$ cat src/rtl/hz_pkg.sv
package hz_pkg;
  localparam int unsigned INSTR_W = 32;
  localparam int unsigned REG_W   = 5;
  localparam int unsigned OP_W    = 6;
  localparam int unsigned OP_LSB  = 26;
  localparam int unsigned SA_LSB  = 21;
  localparam int unsigned SB_LSB  = 16;
  localparam int unsigned N_SRC   = 2;

  localparam logic [OP_W-1:0] OP_ALU_RR = 6'h00;
  localparam logic [OP_W-1:0] OP_JUMP   = 6'h02;
  localparam logic [OP_W-1:0] OP_BRANCH = 6'h04;
  localparam logic [OP_W-1:0] OP_ALU_IM = 6'h08;
  localparam logic [OP_W-1:0] OP_LOAD   = 6'h23;
  localparam logic [OP_W-1:0] OP_STORE  = 6'h2B;

  typedef struct packed {
    logic             used;
    logic [REG_W-1:0] idx;
  } src_ref_t;
endpackage

$ cat src/rtl/hz_src_decode.sv
module hz_src_decode
  import hz_pkg::*;
#(
  parameter int unsigned IW = INSTR_W
) (
  input  logic                   clk,
  input  logic                   rst_n,
  input  logic [IW-1:0]          instr,
  output src_ref_t [N_SRC-1:0]   srcs
);
  logic [OP_W-1:0] op;
  logic            rd_a;
  logic            rd_b;
  logic            unused_low;

  assign op         = instr[OP_LSB +: OP_W];
  assign unused_low = ^instr[SB_LSB-1:0];

  always_comb begin
    rd_a = 1'b0;
    rd_b = 1'b0;
    unique case (op)
      OP_ALU_RR: begin rd_a = 1'b1; rd_b = 1'b1; end
      OP_BRANCH: begin rd_a = 1'b1; rd_b = 1'b1; end
      OP_ALU_IM: rd_a = 1'b1;
      OP_LOAD:   rd_a = 1'b1;
      OP_STORE:  rd_a = 1'b1; // data operand is forwarded to memory input
      default:   begin rd_a = 1'b0; rd_b = 1'b0; end
    endcase
  end

  assign srcs[0].used = rd_a;
  assign srcs[0].idx  = instr[SA_LSB +: REG_W];
  assign srcs[1].used = rd_b;
  assign srcs[1].idx  = instr[SB_LSB +: REG_W];

  // a store never presents its data field as a stalling source
  p_store_data_free_r3: assert property (@(posedge clk) disable iff (!rst_n)
    (instr[OP_LSB +: OP_W] == OP_STORE) |-> !srcs[1].used);
  // a jump reads no register
  p_jump_reads_none_r8: assert property (@(posedge clk) disable iff (!rst_n)
    (instr[OP_LSB +: OP_W] == OP_JUMP) |-> !(srcs[0].used || srcs[1].used));
endmodule

$ cat src/rtl/hz_load_decode.sv
module hz_load_decode
  import hz_pkg::*;
#(
  parameter int unsigned IW = INSTR_W
) (
  input  logic             clk,
  input  logic             rst_n,
  input  logic [IW-1:0]    instr,
  input  logic             valid,
  output logic             live_load,
  output logic [REG_W-1:0] dst
);
  logic unused_rest;

  assign unused_rest = ^{instr[SA_LSB +: REG_W], instr[SB_LSB-1:0]};
  assign dst         = instr[SB_LSB +: REG_W];
  assign live_load   = valid && (instr[OP_LSB +: OP_W] == OP_LOAD)
                       && (dst != '0);

  // an empty slot never counts as a producer
  p_invalid_not_load_r5: assert property (@(posedge clk) disable iff (!rst_n)
    !valid |-> !live_load);
endmodule

$ cat src/rtl/hz_match.sv
module hz_match
  import hz_pkg::*;
#(
  parameter int unsigned NS = N_SRC
) (
  input  logic             clk,
  input  logic             rst_n,
  input  src_ref_t [NS-1:0] srcs,
  input  logic             live_load,
  input  logic [REG_W-1:0] dst,
  output logic             hit
);
  logic [NS-1:0] per_src;

  for (genvar g = 0; g < NS; g++) begin : g_cmp
    assign per_src[g] = live_load && srcs[g].used
                        && (srcs[g].idx == dst) && (srcs[g].idx != '0);
  end

  assign hit = |per_src;

  // register zero is never a dependence
  p_zero_reg_free_r4: assert property (@(posedge clk) disable iff (!rst_n)
    (dst == '0) |-> !hit);
endmodule

$ cat src/rtl/load_use_interlock.sv
module load_use_interlock
  import hz_pkg::*;
(
  input  logic               clk,
  input  logic               rst_n,
  input  logic [INSTR_W-1:0] ifid_instr,
  input  logic [INSTR_W-1:0] idex_instr,
  input  logic               idex_valid,
  output logic               pc_write,
  output logic               ifid_write,
  output logic               idex_bubble
);
  src_ref_t [N_SRC-1:0] srcs;
  logic                 live_load;
  logic [REG_W-1:0]     dst;
  logic                 hit;
  logic                 stall;
  logic                 stalled_q;
  logic                 stalled_d;

  hz_src_decode #(.IW(INSTR_W)) u_src (
    .clk(clk), .rst_n(rst_n), .instr(ifid_instr), .srcs(srcs)
  );

  hz_load_decode #(.IW(INSTR_W)) u_ld (
    .clk(clk), .rst_n(rst_n), .instr(idex_instr), .valid(idex_valid),
    .live_load(live_load), .dst(dst)
  );

  hz_match #(.NS(N_SRC)) u_cmp (
    .clk(clk), .rst_n(rst_n), .srcs(srcs), .live_load(live_load),
    .dst(dst), .hit(hit)
  );

  // one bubble per load-use pair
  assign stall = hit && !stalled_q;

  always_comb begin
    stalled_d = stall;
  end

  always_ff @(posedge clk or negedge rst_n) begin
    if (!rst_n) stalled_q <= 1'b0;
    else        stalled_q <= stalled_d;
  end

  assign pc_write    = !stall;
  assign ifid_write  = !stall;
  assign idex_bubble = stall;

  // never two stall cycles in a row
  p_single_bubble_r6: assert property (@(posedge clk) disable iff (!rst_n)
    idex_bubble |=> !idex_bubble);
  // hold and bubble controls move together
  p_hold_consistent_r7: assert property (@(posedge clk) disable iff (!rst_n)
    (pc_write == ifid_write) && (pc_write != idex_bubble));
endmodule

$ cat config.mk
export PLATFORM = sky130hd
export DESIGN_NAME = load_use_interlock
export DESIGN_NICKNAME = d
export VERILOG_FILES = /design/src/rtl/hz_pkg.sv /design/src/rtl/hz_src_decode.sv /design/src/rtl/hz_load_decode.sv /design/src/rtl/hz_match.sv /design/src/rtl/load_use_interlock.sv
export SDC_FILE = /design/constraint.sdc
export NUM_CORES = 1
export LEC_CHECK = 0
export ABC_AREA = 1
export ABC_CLOCK_PERIOD_IN_PS = 1550
export BUFFER_PORTS_ARGS = -buffer_cell sky130_fd_sc_hd__buf_4
export CAP_MARGIN = 20
export CORE_MARGIN = 2
export CORE_UTILIZATION = 22
export CTS_CLUSTER_SIZE = 8
export DETAILED_ROUTE_END_ITERATION = 16
export GPL_TIMING_DRIVEN = 0
export PLACE_DENSITY = 0.77
export SLEW_MARGIN = 20
export SYNTH_ARGS = -nofsm -noshare
export SYNTH_HDL_FRONTEND = slang
export SYNTH_SLANG_ARGS = --single-unit
$ cat constraint.sdc
create_clock -name clk -period 1.55 [get_ports clk]
set_input_delay 0.31 -clock clk [delete_from_list [all_inputs] [get_ports clk]]
set_output_delay 0.31 -clock clk [all_outputs]
set_load 0.01 [all_outputs]
==> results of run 1 <==
## per-stage QoR
| stage | worst slack [ps] | util | setup TNS [ps] | hold WS [ps] | cells |
|---|---|---|---|---|---|
| floorplan | 198.8 | - | 0 | 14.41 | 58 |
| global route | -7.305 | 0.4530 | -14.64 | 88.74 | 104 |
| CTS | 73.91 | 0.4425 | 0 | 87.91 | 104 |
| global placement | -12.76 | 0.4340 | -12.76 | 85.79 | 105 |
| detailed placement | -32.76 | 0.4340 | -32.76 | 87.81 | 105 |
| finish | 100.9 | 0.4530 | 0 | 87.09 | 104 |
## repair_timing
action	CTS	global route
resized for setup	5	3
setup endpoints to repair	1	3
pin swaps	8	7
## worst max-delay path: cells and delay by family
kind | cells | cell delay (ps)
buffers and inverters | 2 | 270
XOR/XNOR | 1 | 140
AND/OR/NAND/NOR | 3 | 270
AO/OA/AOI/OAI | 1 | 150
## cell usage in the layout (no fill, tap or decap), types with 2 or more instances in the layout
| master | instances |
|---|---|
| nand3_1 | 2 |
| buf_6 | 2 |
| xor2_1 | 4 |
| inv_1 | 4 |
| nand2_1 | 17 |
| buf_4 | 30 |
| xnor2_1 | 4 |
| nor2_4 | 2 |
| nor2_1 | 14 |
## where the power goes
part / switching, W / leakage (nW) / internal [W]
logic: 0.0000465 / 0.308 / 0.0000742
clock network: 0 / 0 / 0
registers: 0.000000000276 / 0.0140 / 0.0000266
total: 0.0000465 / 0.322 / 0.000101
## logic make-up after synthesis
kind of cell    Yosys count  share of synthesized area
simple gates             40                     0.5400
xor+xnor                  9                     0.2520
buf+inv                   6                    0.08402
compound gates            2                    0.04399
flops                     1                    0.07999
## layout make-up
class / instances / area (um^2)
Fill cell: 142 / 720.7
Multi-Input combinational cell: 51 / 286.5
Timing Repair Buffer: 32 / 247.7
Sequential cell: 1 / 25.02
Inverter: 5 / 18.77
Tap cell: 15 / 18.77
## per-layer routing
| metal | vias to the layer above | GRT usage |
|---|---|---|
| li1 | 239 | - |
| met1 | 177 | 0.1175 |
| met2 | 16 | 0.2000 |
| met3 | 0 | 0.01739 |
| met4 | 0 | 0 |
| met5 | - | 0 |
## worst max-delay path by stage
stage / startpoint / to / depth (start not counted)
after floorplan: stalled_q$_DFF_PN0_ / pc_write / 9
after global placement: ifid_instr[26] / pc_write / 9
after detailed placement: ifid_instr[26] / pc_write / 9
after CTS: ifid_instr[18] / ifid_write / 8
after global routing: idex_instr[18] / pc_write / 8
final: idex_instr[18] / idex_bubble / 7
==> results.toml, run 1 <==
[status]
status = "finished, final reports clean"

[grt]
grt_pass1_wl_mm = 1.497
grt_pass1_vias = 379
grt_use_total = 0.1011
overflow = 0
grt_max_degree = 4
antenna_found_initial = 0

[finish]
largest_reg_flops = 1
synthToLayoutAreaGrowth_pct = 90.80
fin_area_um2 = 596.8
biggestRegsByFlops = "stalled_q x1"
finalNetCount = 158
top_register = "stalled_q"
drive_above_1_share = 0.4382
diodes = 0

[power]
p_leak_nw = 0.3222
p_total_w = 0.0001473
ir_drop_uv = 79.80
pwr_density_cell_nw_per_um2 = 246.8

[critical_path]
startpoint_type = "input pin"
worstPathRequired_ps = 1240
path_class = "in -> out"
crit_path_end_kind = "output port"
crit_top_cell = "buf_4"
reg2reg_from = "stalled_q$_DFF_PN0_"
r2r_setup_slack_ps = 560
r2r_end = "stalled_q$_DFF_PN0_"
cp_slowest_cell = "a21oi_2"
critical_path.max_fanout = 3
rr_worst_depth = 7
max_stage_delay_ps = 150
crit_path_cell_trace = "buf_4, xnor2_2, nand2_1, nor2_1, nand3_1, a21oi_2, buf_4"
arrival_ps = 1140

[routing]
drtAntennaViolNets = 0
wl_um = 928
wl_per_cell_um = 8.923
wl_met2_um = 494
vias_per_cell = 4.154
wl_met3_um = 82
m1WireLength_um = 352
vias = 432
firstDrtPassIters = 4
drc = 0
top_layer_used = "met3"
drtIter0Drc = 3

[timing]
slew_violations = 0
worstMarginPinSlew_ps = 144.2
fin_crit_ps = 1449
relSlewSlack = 0.9031
report.final.setup_viol = 0
clock_skew_ps = 0
min_period_over_period = 0.9349
hold_viol_final = 0
fmax_ghz = 0.6901

[cts]
hold_buffers = 0
clock_latency_ps = 0
clk_pin_slew_worst_paths_ps = 0
post-cts-setup-buffer-count = 0

[yosys]
yosysMostFrequentCell = "nand2_1"
syn_inst = 58
synthArstFlopShare = 1.000
yosysUniqueCellTypes = 15
synth_common_cells = "nand2_1, nor2_1, inv_1, xnor2_1, xor2_1"
ys_warn_count = 0
syn_nets = 125
ys.flop_type = "dfrtp_1"
synth.area.top_cells = "nand2_1, nor2_1, xnor2_1, xor2_1, dfrtp_1"
synth_top_area_cell = "nand2_1"
syn_avg_cell_area_um2 = 5.393
synth_top_area_frac = 0.2160
syn_area_um2 = 312.8
seq_area_frac_synth = 0.08000
synth_seq_cells = 1
synth_edf_count = 0

[placed_design]
port_buffers = 32
detailed_place_hpwl_um = 831.5
gp_congestion = 0.7402
dpl_cell_area_um2 = 571.8

[die]
ioPinCount = 70
die_y_um = 41.71
fp.coreArea_um2 = 1318
die_w_um = 41.71
start_util = 0.2374
rows = 13
die_area_um2 = 1739

[worst_hold_path]
hold_path.class = "in -> async"

[run]
maxCapViolations = 0
No activity file was read; power rests on OpenSTA's default activity.
==> run 2, diff against run 1 <==
- ABC_AREA: 1 -> 0
- CORE_UTILIZATION: 22 -> 20
- PLACE_DENSITY: 0.77 -> 0.78
- SLEW_MARGIN: 20 -> 40
==> results.toml, run 2 <==
[critical_path]
worstPathRequired_ps = 1240
rr_worst_depth = 4
path_class = "in -> out"
arrival_ps = 1530
critical_path.max_fanout = 3
startpoint_type = "input pin"
reg2reg_from = "stalled_q$_DFF_PN0_"
r2r_end = "stalled_q$_DFF_PN0_"
r2r_setup_slack_ps = 390
crit_path_end_kind = "output port"

[timing]
slew_violations = 0
worst_slack_ps = -287.5
fin_crit_ps = 1837
hold_viol_final = 0
rsz0062_at_grt = "yes"
min_period_over_period = 1.185
fmax_ghz = 0.5442
clock_skew_ps = 0
report.final.setup_viol = 3
worstMarginPinSlew_ps = 361.7
relSlewSlack = 0.7570
setup_tns_ps = -741.6

[die]
rows = 13
start_util = 0.2110
die_y_um = 40.59
ioPinCount = 70
die_w_um = 40.59
fp.coreArea_um2 = 1269
die_area_um2 = 1648

[placed_design]
port_buffers = 32
gp_congestion = 0.7324
detailed_place_hpwl_um = 821.8

[yosys]
synth.area.top_cells = "xnor2_1, dfrtp_1, nand3_1, a311oi_2, nor4_2"
synth_seq_cells = 1
yosysUniqueCellTypes = 20
synth_top_area_frac = 0.2617
ys.flop_type = "dfrtp_1"
synth_edf_count = 0
yosysMostFrequentCell = "xnor2_1"
synth_common_cells = "xnor2_1, nand2_1, nand3_1, nor2_1"
syn_inst = 35
syn_area_um2 = 267.8
syn_nets = 102
syn_avg_cell_area_um2 = 7.650
ys_warn_count = 0
synthArstFlopShare = 1.000
synth_top_area_cell = "xnor2_1"
seq_area_frac_synth = 0.09346

[routing]
vias_per_cell = 4.663
firstDrtPassIters = 2
drtAntennaViolNets = 0
vias = 387
wl_um = 888
drtIter0Drc = 3
wl_per_cell_um = 10.70
drc = 0

[grt]
grt_pass1_wl_mm = 1.552
grt_pass1_vias = 410
grt_use_total = 0.1321
antenna_found_initial = 0
overflow = 0
grt_max_degree = 6

[worst_hold_path]
hold_path.class = "in -> async"

[cts]
hold_buffers = 0
clock_latency_ps = 0
clk_pin_slew_worst_paths_ps = 0

[run]
maxCapViolations = 0

[finish]
synthToLayoutAreaGrowth_pct = 116.4
diodes = 0
top_register = "stalled_q"
most-common-layout-cells = "buf_4, xnor2_1"
drive_above_1_share = 0.5735
final_common_cell = "buf_4"
biggestRegsByFlops = "stalled_q x1"
finalNetCount = 137
largest_reg_flops = 1

[status]
failed_checks = "setup timing"
status = "finished with violations"

[power]
p_total_w = 0.0001425
pwr_density_cell_nw_per_um2 = 246.1
p_leak_nw = 0.2355
ir_drop_uv = 147.7
## run 2: changes by cell type in the layout (fill, tap and decap cells not counted), sizes merged, moves of 2 or more
cell / change
nor4: +2
buf: +2
xnor2: +3
nand2: -15
nor2: -13
inv: -5
xor2: -4
## run 2: worst max-delay path by stage
stage,startpoint,to,depth (start not counted)
after floorplan,idex_instr[19],pc_write,4
after global placement,idex_instr[19],pc_write,6
after detailed placement,idex_instr[19],pc_write,6
after CTS,idex_instr[19],pc_write,6
after global routing,idex_instr[19],pc_write,6
final,idex_instr[19],pc_write,6
## run 2: critical path: stages
cell and delay [ps]:
buf_8 90, or4bb_1 510, a311oi_2 270, o21ai_2 90, buf_4 140, buf_6 110
## run 2: cell type report
cell class | instances | area, um^2
repair buffers | 33 | 266.5
multi-input cells | 33 | 261.5
plain buffers | 1 | 7.507
fillers | 142 | 689.4
flip-flops and latches | 1 | 25.02
well taps | 15 | 18.77
## run 2: power breakdown
| part | switching [W] | internal, W |
|---|---|---|
| clock | 0 | 0 |
| combinational | 0.0000420 | 0.0000740 |
| sequential | 0.000000000419 | 0.0000266 |
## run 2: through the flow
step | util | worst slack, ps | hold WS, ps | cell area [um^2] | cells
after CTS | 0.4527 | -302.9 | 85.72 | 574.3 | 83
after global routing | 0.4566 | -326.3 | 92.01 | 579.3 | 83
after global placement | 0.4221 | -344.8 | 85.72 | 535.5 | 82
after detailed placement | 0.4221 | -362.1 | 85.72 | 535.5 | 82
final | 0.4566 | -287.5 | 85.25 | 579.3 | 83
after floorplan | - | -106.0 | 14.41 | 276.5 | 35
## run 2: logic make-up (layout without fill, tap and decap cells)
kind of cell    Yosys count  count (layout)  share of synthesized area
buf+inv                   1              34                    0.02805
simple gates             17              17                     0.3785
xor+xnor                  8               8                     0.2617
compound gates            8               8                     0.2383
flops                     1               1                    0.09344
## run 2: timing repair
action | CTS | global route
resized for setup | 6 | 1
pin swaps | 1 | 3
endpoints found under the setup margin | 3 | 3
endpoints found under the hold margin | 0 | 0
setup buffers | 1 | 0
## run 2: routing by layer
layer | vias up | wire length, um | global-route usage
met5 | - | 0 | 0
met4 | 0 | 0 | 0
met3 | 0 | 66 | 0.01111
met2 | 14 | 521 | 0.2937
met1 | 170 | 300 | 0.1323
li1 | 203 | - | -
